<file path="src/rtl/tmr_evt_pkg.sv">
package tmr_evt_pkg;
  typedef enum logic [1:0] {
    SEQ_IDLE = 2'd0,
    SEQ_PRE  = 2'd1,
    SEQ_TRIG = 2'd2
  } seq_st_e;
endpackage

</file>
<file path="src/rtl/evt_flag.sv">
module evt_flag (
  input  logic clk_i,
  input  logic rst_ni,
  input  logic set_i,
  input  logic w1c_i,
  input  logic dma_done_i,
  input  logic dma_en_i,
  input  logic irq_en_i,
  output logic dma_req_o,
  output logic irq_o
);
  logic flag_q;
  logic clr;

  // DMA completion only counts when DMA is enabled for this event
  assign clr = w1c_i | (dma_en_i & dma_done_i);

  always_ff @(posedge clk_i or negedge rst_ni) begin
    if (!rst_ni)    flag_q <= 1'b0;
    else if (set_i) flag_q <= 1'b1;
    else if (clr)   flag_q <= 1'b0;
  end

  assign dma_req_o = flag_q & dma_en_i;
  assign irq_o     = flag_q & irq_en_i;
endmodule

</file>
<file path="src/rtl/ovf_trig.sv">
module ovf_trig (
  input  logic clk_i,
  input  logic rst_ni,
  input  logic set_i,
  input  logic inc_i,
  output logic trig_o
);
  logic trig_q;

  always_ff @(posedge clk_i or negedge rst_ni) begin
    if (!rst_ni)    trig_q <= 1'b0;
    else if (set_i) trig_q <= 1'b1;
    else if (inc_i) trig_q <= 1'b0;
  end

  assign trig_o = trig_q;
endmodule

</file>
<file path="src/rtl/ch_trig_seq.sv">
module ch_trig_seq
  import tmr_evt_pkg::*;
(
  input  logic clk_i,
  input  logic rst_ni,
  input  logic set_i,
  input  logic inc_i,
  output logic pretrig_o,
  output logic trig_o
);
  seq_st_e st_q, st_d;

  always_comb begin
    st_d = st_q;
    unique case (st_q)
      SEQ_IDLE: if (set_i) st_d = SEQ_PRE;
      SEQ_PRE:  if (inc_i) st_d = SEQ_TRIG;
      SEQ_TRIG: if (inc_i) st_d = SEQ_IDLE;
      default:  st_d = SEQ_IDLE;
    endcase
  end

  always_ff @(posedge clk_i or negedge rst_ni) begin
    if (!rst_ni) st_q <= SEQ_IDLE;
    else         st_q <= st_d;
  end

  assign pretrig_o = (st_q != SEQ_IDLE);
  assign trig_o    = (st_q == SEQ_TRIG);
endmodule

</file>
<file path="src/rtl/tmr_evt_flags.sv">
module tmr_evt_flags #(
  parameter  int N_CH  = 4,
  localparam int N_EVT = N_CH + 1
) (
  input  logic             clk_i,
  input  logic             rst_ni,
  input  logic             cnt_inc_i,
  input  logic [N_EVT-1:0] evt_set_i,
  input  logic [N_EVT-1:0] evt_w1c_i,
  input  logic [N_EVT-1:0] evt_dma_done_i,
  input  logic [N_EVT-1:0] dma_en_i,
  input  logic [N_EVT-1:0] irq_en_i,
  output logic [N_EVT-1:0] dma_req_o,
  output logic [N_EVT-1:0] irq_o,
  output logic             ovf_trig_o,
  output logic [N_CH-1:0]  ch_pretrig_o,
  output logic [N_CH-1:0]  ch_trig_o
);
  localparam int OVF_IDX = 0;

  for (genvar e = 0; e < N_EVT; e++) begin : g_flag
    evt_flag u_flag (
      .clk_i      (clk_i),
      .rst_ni     (rst_ni),
      .set_i      (evt_set_i[e]),
      .w1c_i      (evt_w1c_i[e]),
      .dma_done_i (evt_dma_done_i[e]),
      .dma_en_i   (dma_en_i[e]),
      .irq_en_i   (irq_en_i[e]),
      .dma_req_o  (dma_req_o[e]),
      .irq_o      (irq_o[e])
    );
  end

  ovf_trig u_ovf (
    .clk_i  (clk_i),
    .rst_ni (rst_ni),
    .set_i  (evt_set_i[OVF_IDX]),
    .inc_i  (cnt_inc_i),
    .trig_o (ovf_trig_o)
  );

  for (genvar k = 0; k < N_CH; k++) begin : g_ch
    ch_trig_seq u_seq (
      .clk_i     (clk_i),
      .rst_ni    (rst_ni),
      .set_i     (evt_set_i[k+1]),
      .inc_i     (cnt_inc_i),
      .pretrig_o (ch_pretrig_o[k]),
      .trig_o    (ch_trig_o[k])
    );
  end
endmodule

</file>
<file path="config.mk">
export PLATFORM = sky130hd
export DESIGN_NAME = tmr_evt_flags
export DESIGN_NICKNAME = d
export VERILOG_FILES = /design/src/rtl/tmr_evt_pkg.sv /design/src/rtl/evt_flag.sv /design/src/rtl/ovf_trig.sv /design/src/rtl/ch_trig_seq.sv /design/src/rtl/tmr_evt_flags.sv
export SDC_FILE = /design/constraint.sdc
export NUM_CORES = 1
export LEC_CHECK = 0
export BUFFER_PORTS_ARGS = -buffer_cell sky130_fd_sc_hd__buf_2
export CAP_MARGIN = 0
export CORE_ASPECT_RATIO = 1.2
export CORE_MARGIN = 2
export CORE_UTILIZATION = 42
export DETAILED_ROUTE_END_ITERATION = 12
export PLACE_DENSITY_LB_ADDON = 0.15
export SYNTH_ARGS = -nofsm -noshare
export SYNTH_HDL_FRONTEND = slang
export SYNTH_SLANG_ARGS = --single-unit
</file>
<file path="constraint.sdc">
create_clock -name clk_i -period 1.11 [get_ports clk_i]
set_input_delay 0.111 -clock clk_i [delete_from_list [all_inputs] [get_ports clk_i]]
set_output_delay 0.111 -clock clk_i [all_outputs]
set_load 0.05 [all_outputs]
</file>
; ---- Word level (Yosys, flattened, before mapping)
; Index checks and enable logic that the tools add are counted.
[totals]
output_inout_bits = 19
elab_cells = 90
input_bits = 28
regBits = 14
[classes]
n_reduce_logical = 18
bitwise_logic = 20
n_mux = 22
n_eq_ne = 20
[ops]
columns = op, n
row1 = "2-bit inequality test, second input constant", 12
row2 = 2-bit one-hot mux with 3 select lines, 4
row3 = 2-bit nonzero test, 10
row4 = 1-bit bitwise AND, 15
row5 = 1-bit 2-to-1 mux, 12
row6 = 2-bit 2-to-1 mux, 6
row7 = 3-bit AND reduction, 4
row8 = "2-bit by 1-bit equality test with 1-bit output, second input constant", 4
row9 = "2-bit equality test, second input constant", 4
row10 = 2-bit logical NOT, 4
row11 = 1-bit bitwise OR, 5

; ---- Depth between registers and ports, before layout
; Gate-level depths: netlist of run 1.
[logic_depth]
depth_word = 4
mapped_depth = 2
depth_no_buf = 2

; ---- By module
; Synthesis of run 1 repeated with hierarchy kept, for this count alone.
[hier_totals]
cells_unflattened = 69
area_unflattened_um2 = 711.9
[by_module_without_submodules]
columns = module, instances, cells_per_inst, area_per_inst_um2
row1 = ch_trig_seq, 4, 9, 100.1
row2 = evt_flag, 5, 6, 55.1
row3 = ovf_trig, 1, 3, 36.3

; ---- Worst setup path after synthesis of run 1
; OpenSTA, ideal clock, no wires.
[synth_path]
kind = reg-to-output
startpoint = reg g_ch[1].u_seq.st_q[0]
endpoint = out ch_pretrig_o[1]
path_slack_ps = 164
path_stages_with_launch = 3
t_arrival_ps = 835
n_path_buf = 1
required_time_ps = 999
path_cell_list = dfrtp_1 -> or2_2 -> buf_4
[synth_via]
elab_chain_len = 1
[synth_lines]
columns = item, line_no
row1 = "start, declared", ch_trig_seq.sv:11  ; seq_st_e st_q, st_d;
row2 = "start signal, assigned", ch_trig_seq.sv:25  ; else st_q <= st_d;
row3 = 2-bit nonzero test, ch_trig_seq.sv:28  ; assign pretrig_o = (st_q != SEQ_IDLE);
row4 = "end, declared", tmr_evt_flags.sv:16  ; output logic [N_CH-1:0] ch_pretrig_o,
; Every way passes these cells.

; ---- Final worst setup path of run 1
[layout_path]
startpoint = reg g_ch[0].u_seq.st_q[1]
endpoint = out ch_pretrig_o[0]
[layout_via]
elab_chain_len = 1
[layout_lines]
columns = item, line_no
row1 = "start, declared", ch_trig_seq.sv:11
row2 = "start signal, assigned", ch_trig_seq.sv:25
row3 = 2-bit nonzero test, ch_trig_seq.sv:28
; Every way passes these cells.

==> impl_summary.md, run 1 <==
Floorplan
The height of the die is 52.0 um. After floorplanning, the core was sized to cover 0.00183 mm^2. The standard-cell row count is 17. The area of the die is 0.00229 mm^2. Once the floorplan was initialized, standard cells occupied 44.1% of the core. In this run the count of I/O pins placed on the die edge is 47. In this run the horizontal extent of the chip is 44.0 um.

Finish
The area added between synthesis and finish is 47.4%. The final layout net count is 155. The filler cells instantiated in the layout total 161. The ratio of cells with drive above 1 in the final layout is 61.6%. The repair_antennas step left the layout with diodes totalling 0.

Detailed routing
The routed layout has 675 vias. The detailed-route DRC error count is 0. After detailed routing, the total wire length is 1570 um. After detailed routing, the number of vias per cell comes to 4.69.

The detail route stage leaves a number of antenna-violating nets equal to 0. In the final routed layout, each cell accounts on average for 10.9 um. The number of search-and-repair iterations in the first detailed-routing pass is 2. The starting DRC count in detailed routing is 1.

Timing
The worst pin sits at a relative slew slack of 79.3%. The worst path in the final design needs a cycle of 1.18 ns, including I/O delays and setup. For the final database, setup skew stands at 0.0000904 ns.

The achievable clock frequency is 0.844 GHz. Setup repair after global routing could not meet its margin everywhere. Once routing completed, OpenROAD measured the worst setup slack at -0.0745 ns. The part of the cycle the worst path needs is 107%. The slew at the pin closest to its max-slew limit is 0.311 ns. The number of max-slew violations in the final report is 0. Hold is met by 0.0339 ns.

The final-report setup violation count is 8. The final-report hold violation count is 0.

Global routing
For this run the aggregate overflow at the end of global routing stands at 0. The pin count of the biggest net entering global routing is 15. Global routing used 15.8% of the available tracks across all layers. The initial antenna violation count is 0. The wire length of the first global-routing pass is 2680 um.

The number of global-route vias before repair was 680.

Clock tree
The later pin in the worst-skew pair is clocked with a latency of 0.26 ns. For this design, the sink count on the clock tree is 14. In this run the deepest clock path goes through 2 buffers. The clock slew seen by the registers of the worst setup and hold paths is 0.07 ns. The clock buffer count from CTS is 3. CTS built an H-tree with a depth of 1. The tree is rooted in a sky130_fd_sc_hd__clkbuf_4. TritonCTS built the clock tree.

Logic synthesis
The compound-cell area share of the yosys netlist is 13.5%. The number of warnings reported in the yosys synthesis log is 0. In this run the cell area of the synthesized design comes to 807 um^2. By count the netlist is led by 18 x sky130_fd_sc_hd__buf_4, 14 x sky130_fd_sc_hd__dfrtp_1, 10 x sky130_fd_sc_hd__and2_1.

The main combinational cell family by area after synthesis is simple AND/OR/NAND/NOR gates. The post-synthesis mux area share is 0%. The most common cell in the synthesized netlist is sky130_fd_sc_hd__buf_4.

The sequential-to-total area share from yosys stat is 43.4%. In the post-synthesis netlist, the biggest area contributors are sky130_fd_sc_hd__dfrtp_1 43%, sky130_fd_sc_hd__buf_4 17%, sky130_fd_sc_hd__and2_1 7.8%, sky130_fd_sc_hd__a31o_2 5.4%, sky130_fd_sc_hd__a21o_1 4.7%. Summing the areas of all and, or, nand and nor instances in the mapped netlist gives 23.6% of the synthesized area. For this run, the leading register cell type out of synthesis is sky130_fd_sc_hd__dfrtp_1. The number of enable flip-flop cells after synthesis is 0. Counting every net in the synthesized netlist gives 112.

The synthesized-area fraction occupied by adder cells is 0%. The cell taking the most area after synthesis is sky130_fd_sc_hd__dfrtp_1. The average size of a mapped cell is 9.61 um^2. Synthesis instantiated 15 different standard cells from the library. The cell count after synthesis is 84. The area share of the largest cell type after synthesis is 43.4%. The flop and latch count out of synthesis is 14. The post-synthesis xor/xnor area fraction is 0%.

Counting flops with an async set or reset pin after synthesis yields a share of 100%.

Placement
The count of buffers added on input and output ports is 46. The final estimated routing congestion in global placement is 0.599. Prior to clock tree synthesis, the placed netlist has a worst setup slack of 0.116 ns. The detailed placement HPWL is 1160 um.

Hold path
The path type of the worst min-delay path is primary input to register.

Power and ir drop
The static leakage power is 0.658 nW. The worst-case IR drop observed on VDD is 1210 uV. The power density of the placed cells is 2480 mW/mm^2.

Worst setup path
STA puts the critical path data arrival time at 1.07 ns. In this run the worst path has a maximum fanout of 4. The worst setup path is captured at an output pin. The kind of critical path is register to output pin. Data on the critical path is required at its endpoint by 1.00 ns. The family with the most delay on the worst path is flip-flops. The number of buffers and inverters on the critical path is 1. On the worst path, the slowest cell contributes a delay of 0.40 ns. The worst-path cell with the longest stage delay is sky130_fd_sc_hd__dfrtp_1. The critical path goes through or2_4, buf_8.

STA classifies the critical path startpoint as a register.

Outcome
The run finished, with violations left. The checks that failed: negative setup slack.

Job
The number of max-cap violations is 0.
[cells by family (layout without fill, tap and decap cells)]
logic type | after synthesis | count (layout)
simple gates | 32 | 32
buf+inv | 24 | 65
compound gates | 14 | 14
flops | 14 | 14
[layout make-up]
type | instances | area [um^2] | share of cell area (%)
repair buffers | 56 | 439 | 36.9
flip-flops and latches | 14 | 350 | 29.4
multi-input cells | 46 | 332 | 27.9
well taps | 19 | 23.8 | 2.00
clock buffers | 3 | 22.5 | 1.89
inverters | 6 | 22.5 | 1.89
[worst paths after layout]
| check | start | cells after the start | end | slack [ns] |
|---|---|---|---|---|
| hold reg to reg | g_ch[0].u_seq.st_q[1]$_DFFE_PN0P_ | 1 | g_ch[0].u_seq.st_q[0]$_DFFE_PN0P_ | 0.47 |
| max in group asynchronous | rst_ni | 2 | g_ch[2].u_seq.st_q[1]$_DFFE_PN0P_ | 0.61 |
| min in group asynchronous | rst_ni | 2 | g_flag[0].u_flag.flag_q$_DFFE_PN0P_ | 0.26 |
| setup / recovery | g_ch[0].u_seq.st_q[1]$_DFFE_PN0P_ | 2 | ch_pretrig_o[0] | -0.07 |
| hold / removal | evt_set_i[0] | 2 | u_ovf.trig_o$_DFFE_PN0P_ | 0.03 |
| setup reg to reg | g_ch[1].u_seq.st_q[0]$_DFFE_PN0P_ | 3 | g_ch[1].u_seq.st_q[1]$_DFFE_PN0P_ | 0.15 |
[sequential cells by signal, summed over array words and instances, names as in the netlist]
signal / count
u_ovf.trig_o: 1
g_ch.u_seq.st_q: 8
g_flag.u_flag.flag_q: 5
[placed cells by master (no fill, tap or decap), drive strengths merged]
cell type,count
and2,10
dfrtp,14
nand2,5
and3b,4
a21oi,1
buf,55
or2,4
nor2,3
a21o,5
clkbuf,3
nand2b,2
a211oi,3
nor2b,4
inv,6
a31o,5
dlygate4sd3,1
[through the flow]
step,instance area (um^2),TNS [ns],instances,total power [mW],utilization (%)
after floorplan,807,0,84,1.99,-
after global placement,926,0,131,2.01,50.6
after detailed placement,926,0,131,2.04,50.6
after CTS,1140,-0.369,143,2.93,62.3
after global routing,1190,-0.679,144,3.12,65.0
final,1190,-0.298,144,2.95,65.0
[metal layers]
metal / share of wire (%) / GRT usage [%] / wire length, um / vias to the layer above
li1: - / - / - / 341
met1: 37 / 16.7 / 581 / 315
met3: 4.2 / 2.08 / 66 / 2
met5: 0 / 0 / 0 / -
met4: 0.57 / 6.06 / 9 / 0
met2: 58 / 30.6 / 910 / 17
[report_power, final]
part / internal (mW) / total, mW / switching (mW)
sequential: 0.663 / 0.792 / 0.128
clock: 0.125 / 0.263 / 0.138
combinational: 0.912 / 1.90 / 0.984
[what timing repair did]
action / CTS / global route
setup endpoints to repair: 18 / 18
pin swaps: 1 / 2
hold endpoints to repair: 14 / 0
gates resized for setup: 41 / 13
setup buffers: 8 / 1
gates cloned: 0 / 0
hold buffers: 1 / 0
(Power assumes the default switching activity.)
==> inputs of run 2 (changes only) <==
ABC_AREA = 1   (was not set)
CORE_UTILIZATION = 43   (was 42)
==> run 2 against run 1 <==
Against the previous run: combinational power is 6% higher; critical path depth increased by 1; power rose by 8.3%; the run still ends with negative setup slack left.
==> impl_summary.md, run 2 <==
Timing
The slew at the pin closest to its max-slew limit is 0.325 ns. Subtracting the final worst setup slack from the clock period gives 1.12 ns. Across all setup checks in the final design, the least slack found is -0.0125 ns.

Measured against its own limit, the worst slew margin works out to 78.3%. Setup violations remaining at the end of the flow were counted as 1. Timing would allow up to 0.891 GHz. Setup repair after global routing could not meet its margin everywhere.

The part of the cycle the worst path needs is 101%. The final-report hold violation count is 0. The number of max-slew violations in the final report is 0. The final clock skew is 0.00223 ns.

Finish
Ranked by flip-flop count, first place goes to g_ch.u_seq.st_q. The final layout net count is 198. The flip-flop and latch area is 352 um^2.

The top cell types in the final layout, fill and taps aside, are 30 x sky130_fd_sc_hd__nand2_1, 28 x sky130_fd_sc_hd__buf_2, 23 x sky130_fd_sc_hd__buf_4. The register with the most flip-flops in the layout has 8 of them. The multi-input logic area is 273 um^2. The area added between synthesis and finish is 48.1%. Counting the fill cells in the layout gives 194.

The number of antenna diodes is 0. In the final layout, the share of cells above drive strength 1 is 49.7%. The library cell used most frequently in the layout, excluding fill and tap cells, is sky130_fd_sc_hd__nand2_1.

Clock tree
The H-tree depth is 1. The TritonCTS clock tree is built. The cell sitting at the root of the clock tree is a sky130_fd_sc_hd__clkbuf_4. The number of clock buffers added by TritonCTS is 3. At the later pin of the worst-skew pair, clock insertion delay measures 0.28 ns. Clock-pin slew was measured on the worst setup and hold paths at 0.09 ns. The longest clock path from root to sink contains 2 buffers. The clock drives 14 sinks.

Logic synthesis
In this run, synthesis produced a sequential element count of 14. The number of enable flip-flop cells after synthesis is 0. By count the netlist is led by 34 x sky130_fd_sc_hd__nand2_1, 28 x sky130_fd_sc_hd__inv_1, 21 x sky130_fd_sc_hd__nand3_1. The post-synthesis instance area is 842 um^2. The average size of a mapped cell is 7.02 um^2. The cell taking the most area after synthesis is sky130_fd_sc_hd__dfrtp_1. The sequential-to-total area share from yosys stat is 41.6%. sky130_fd_sc_hd__nand2_1 is the most common cell in the netlist. The Yosys step of the flow raised 0 warnings. The synthesized net count is 148.

For this run, asynchronously set or reset flops after synthesis account for 100%. For this run, the leading register cell type out of synthesis is sky130_fd_sc_hd__dfrtp_1. Ranked by total cell area, the synthesized netlist is headed by sky130_fd_sc_hd__dfrtp_1 42%, sky130_fd_sc_hd__buf_4 16%, sky130_fd_sc_hd__nand2_1 15%, sky130_fd_sc_hd__inv_1 12%, sky130_fd_sc_hd__nand3_1 12%. The area share of the largest cell type after synthesis is 41.6%. The number of library cell types mapped by synthesis is 7. The cell count after synthesis is 120.

Detailed routing
The highest layer used for signal routing is met3. The sum of routed wire length over all layers is 1820 um. The number of search-and-repair iterations in the first detailed-routing pass is 4. After detailed routing, the number of vias per cell comes to 4.40. The wire length the detailed router placed on met1 is 718 um. The starting DRC count in detailed routing is 9. The number of vias after detailed routing is 827. The number of nets with antenna violations after detailed routing is 0. The routed design uses 92 um of met3 wire. In the final routed layout, each cell accounts on average for 9.68 um.

For this run, design rule violations remaining after detail routing come to 0. The met2 wirelength from detailed routing is 1010 um.

Hold path
The path type of the worst min-delay path is primary input to register. The sink of the worst hold path is g_flag[1].u_flag.flag_q$_DFFE_PN0P_. The worst hold path startpoint is evt_set_i[1].

Along the worst hold path, the cell count comes to 3.

Global routing
Entering global routing, the biggest net connects 15 pins. The wire length of the first global-routing pass is 2520 um. The number of global-route vias before repair is 721.

The total routing usage reported by global routing is 14.5%. The total grt overflow is 0. The initial antenna violation count came to 0.

Worst setup path
The kind of critical path is register to output pin. The element type at the critical path end is an output pin. The startpoint of the most critical register-to-register path is g_ch[0].u_seq.st_q[0]$_DFFE_PN0P_. The signal on the critical path passes through inv_2, nand2_2, buf_8. The maximum cell stage delay along the critical path is 0.45 ns. In this run the critical register-to-register path is captured at g_ch[0].u_seq.st_q[0]$_DFFE_PN0P_.

The arrival time at the worst endpoint is 1.01 ns. STA puts the critical path data required time at 1.00 ns. The family with the most delay on the worst path is flip-flops. Together, buffers and inverters on the worst path number 2. Counting cells, the worst reg-to-reg path comes to 5. Setup slack on the worst reg-to-reg path comes out at 0.14 ns. The maximum fanout along the worst path is 4. For this design, the slowest cell found on the critical path is sky130_fd_sc_hd__dfrtp_2.

The sort of element at the start of the critical path is a register.

Floorplan
The region available for standard cell placement spans 0.00185 mm^2. In this run the core area contains 17 standard-cell rows. The floorplan step set the die height to 52.5 um.

47 I/O pins were placed. The die covers 0.00233 mm^2. The die is 44.4 um wide. The initial utilization of the core area, before any placement, comes to 45.5%.

Placement
The final estimated routing congestion in global placement is 0.639. The worst setup timing slack at the placement stage is 0.228 ns. Summed over all nets, the half-perimeter wirelength after detailed placement is 1210 um.

The count of buffers inserted at the top-level ports is 46.

Outcome
The final reports fail on negative setup slack. The flow ran to the end, but the final reports show violations.

Power and ir drop
The static leakage power is 0.791 nW. The power density of the placed cells is 2560 mW/mm^2. The worst-case IR drop observed on VDD is 1740 uV. The power after layout is 3.20 mW.

Job
The number of max-cap violations is 0.
-- run 2: changes by cell type after synthesis, sizes merged, moves of 4 or more --
cell | before | now
a21o | 5 | 0
a31o | 5 | 0
and2 | 10 | 0
and3b | 4 | 0
inv | 6 | 29
nand2 | 5 | 34
nand3 | 0 | 21
nor2b | 4 | 0
or2 | 4 | 0
-- run 2: metal layers --
layer | track usage, % | vias up
met5 | 0 | -
met4 | 6.06 | 0
met3 | 2.07 | 0
met2 | 28.2 | 23
met1 | 14.8 | 370
li1 | - | 434
-- run 2: final cells by class --
cell class,count,share of cell area (%)
inverters,29,8.73
repair buffers,63,36.4
multi-input cells,59,21.9
clock buffers,4,2.91
flip-flops and latches,14,28.2
well taps,19,1.91
-- run 2: repair_timing --
action	CTS	global route
endpoints found under the setup margin	17	13
endpoints found under the hold margin	14	0
resized for setup	32	18
pin swaps	2	3
hold buffers	1	0
buffers inserted	6	10
-- run 2: how the worst max path moves through the flow --
| stage | to | cells past startpoint | slack (ns) | startpoint |
|---|---|---|---|---|
| after CTS | ch_trig_o[1] | 2 | -0.01 | g_ch[1].u_seq.st_q[0]$_DFFE_PN0P_ |
| after detailed placement | ch_pretrig_o[1] | 3 | 0.23 | g_ch[1].u_seq.st_q[0]$_DFFE_PN0P_ |
| after floorplan | u_ovf.trig_o$_DFFE_PN0P_ | 2 | 0.28 | u_ovf.trig_o$_DFFE_PN0P_ |
| after global routing | ch_pretrig_o[1] | 3 | -0.05 | g_ch[1].u_seq.st_q[1]$_DFFE_PN0P_ |
| final | ch_pretrig_o[0] | 3 | -0.01 | g_ch[0].u_seq.st_q[0]$_DFFE_PN0P_ |
| after global placement | ch_trig_o[1] | 3 | 0.25 | g_ch[1].u_seq.st_q[1]$_DFFE_PN0P_ |
-- run 2: tightest hold or removal path, cell delays in order --
cell and delay, ns:
sky130_fd_sc_hd__buf_2 0.09, sky130_fd_sc_hd__inv_1 0.03, sky130_fd_sc_hd__nand2_1 0.05
-- run 2: cell families after synthesis --
group	share of synthesized area (%)
AND/OR/NAND/NOR	29.4
buffers and inverters	29.0
flip-flops	41.6
-- run 2: per-stage QoR --
step	cell area, um^2	hold WS [ns]	utilization [%]	TNS, ns	cells
after floorplan	842	-0.185	-	0	120
after global placement	961	0.0240	51.9	0	167
after detailed placement	961	0.0266	51.9	0	167
after CTS	1120	0.0224	60.6	-0.0119	178
after global routing	1250	0.0366	67.4	-0.253	188
final	1250	0.0292	67.4	-0.0125	188
-- run 2: report_power, final --
part	internal, mW	leakage [nW]	switching (mW)	total [mW]
clock network	0.199	0.0210	0.168	0.367
logic	0.848	0.603	1.18	2.02
registers	0.661	0.167	0.144	0.805
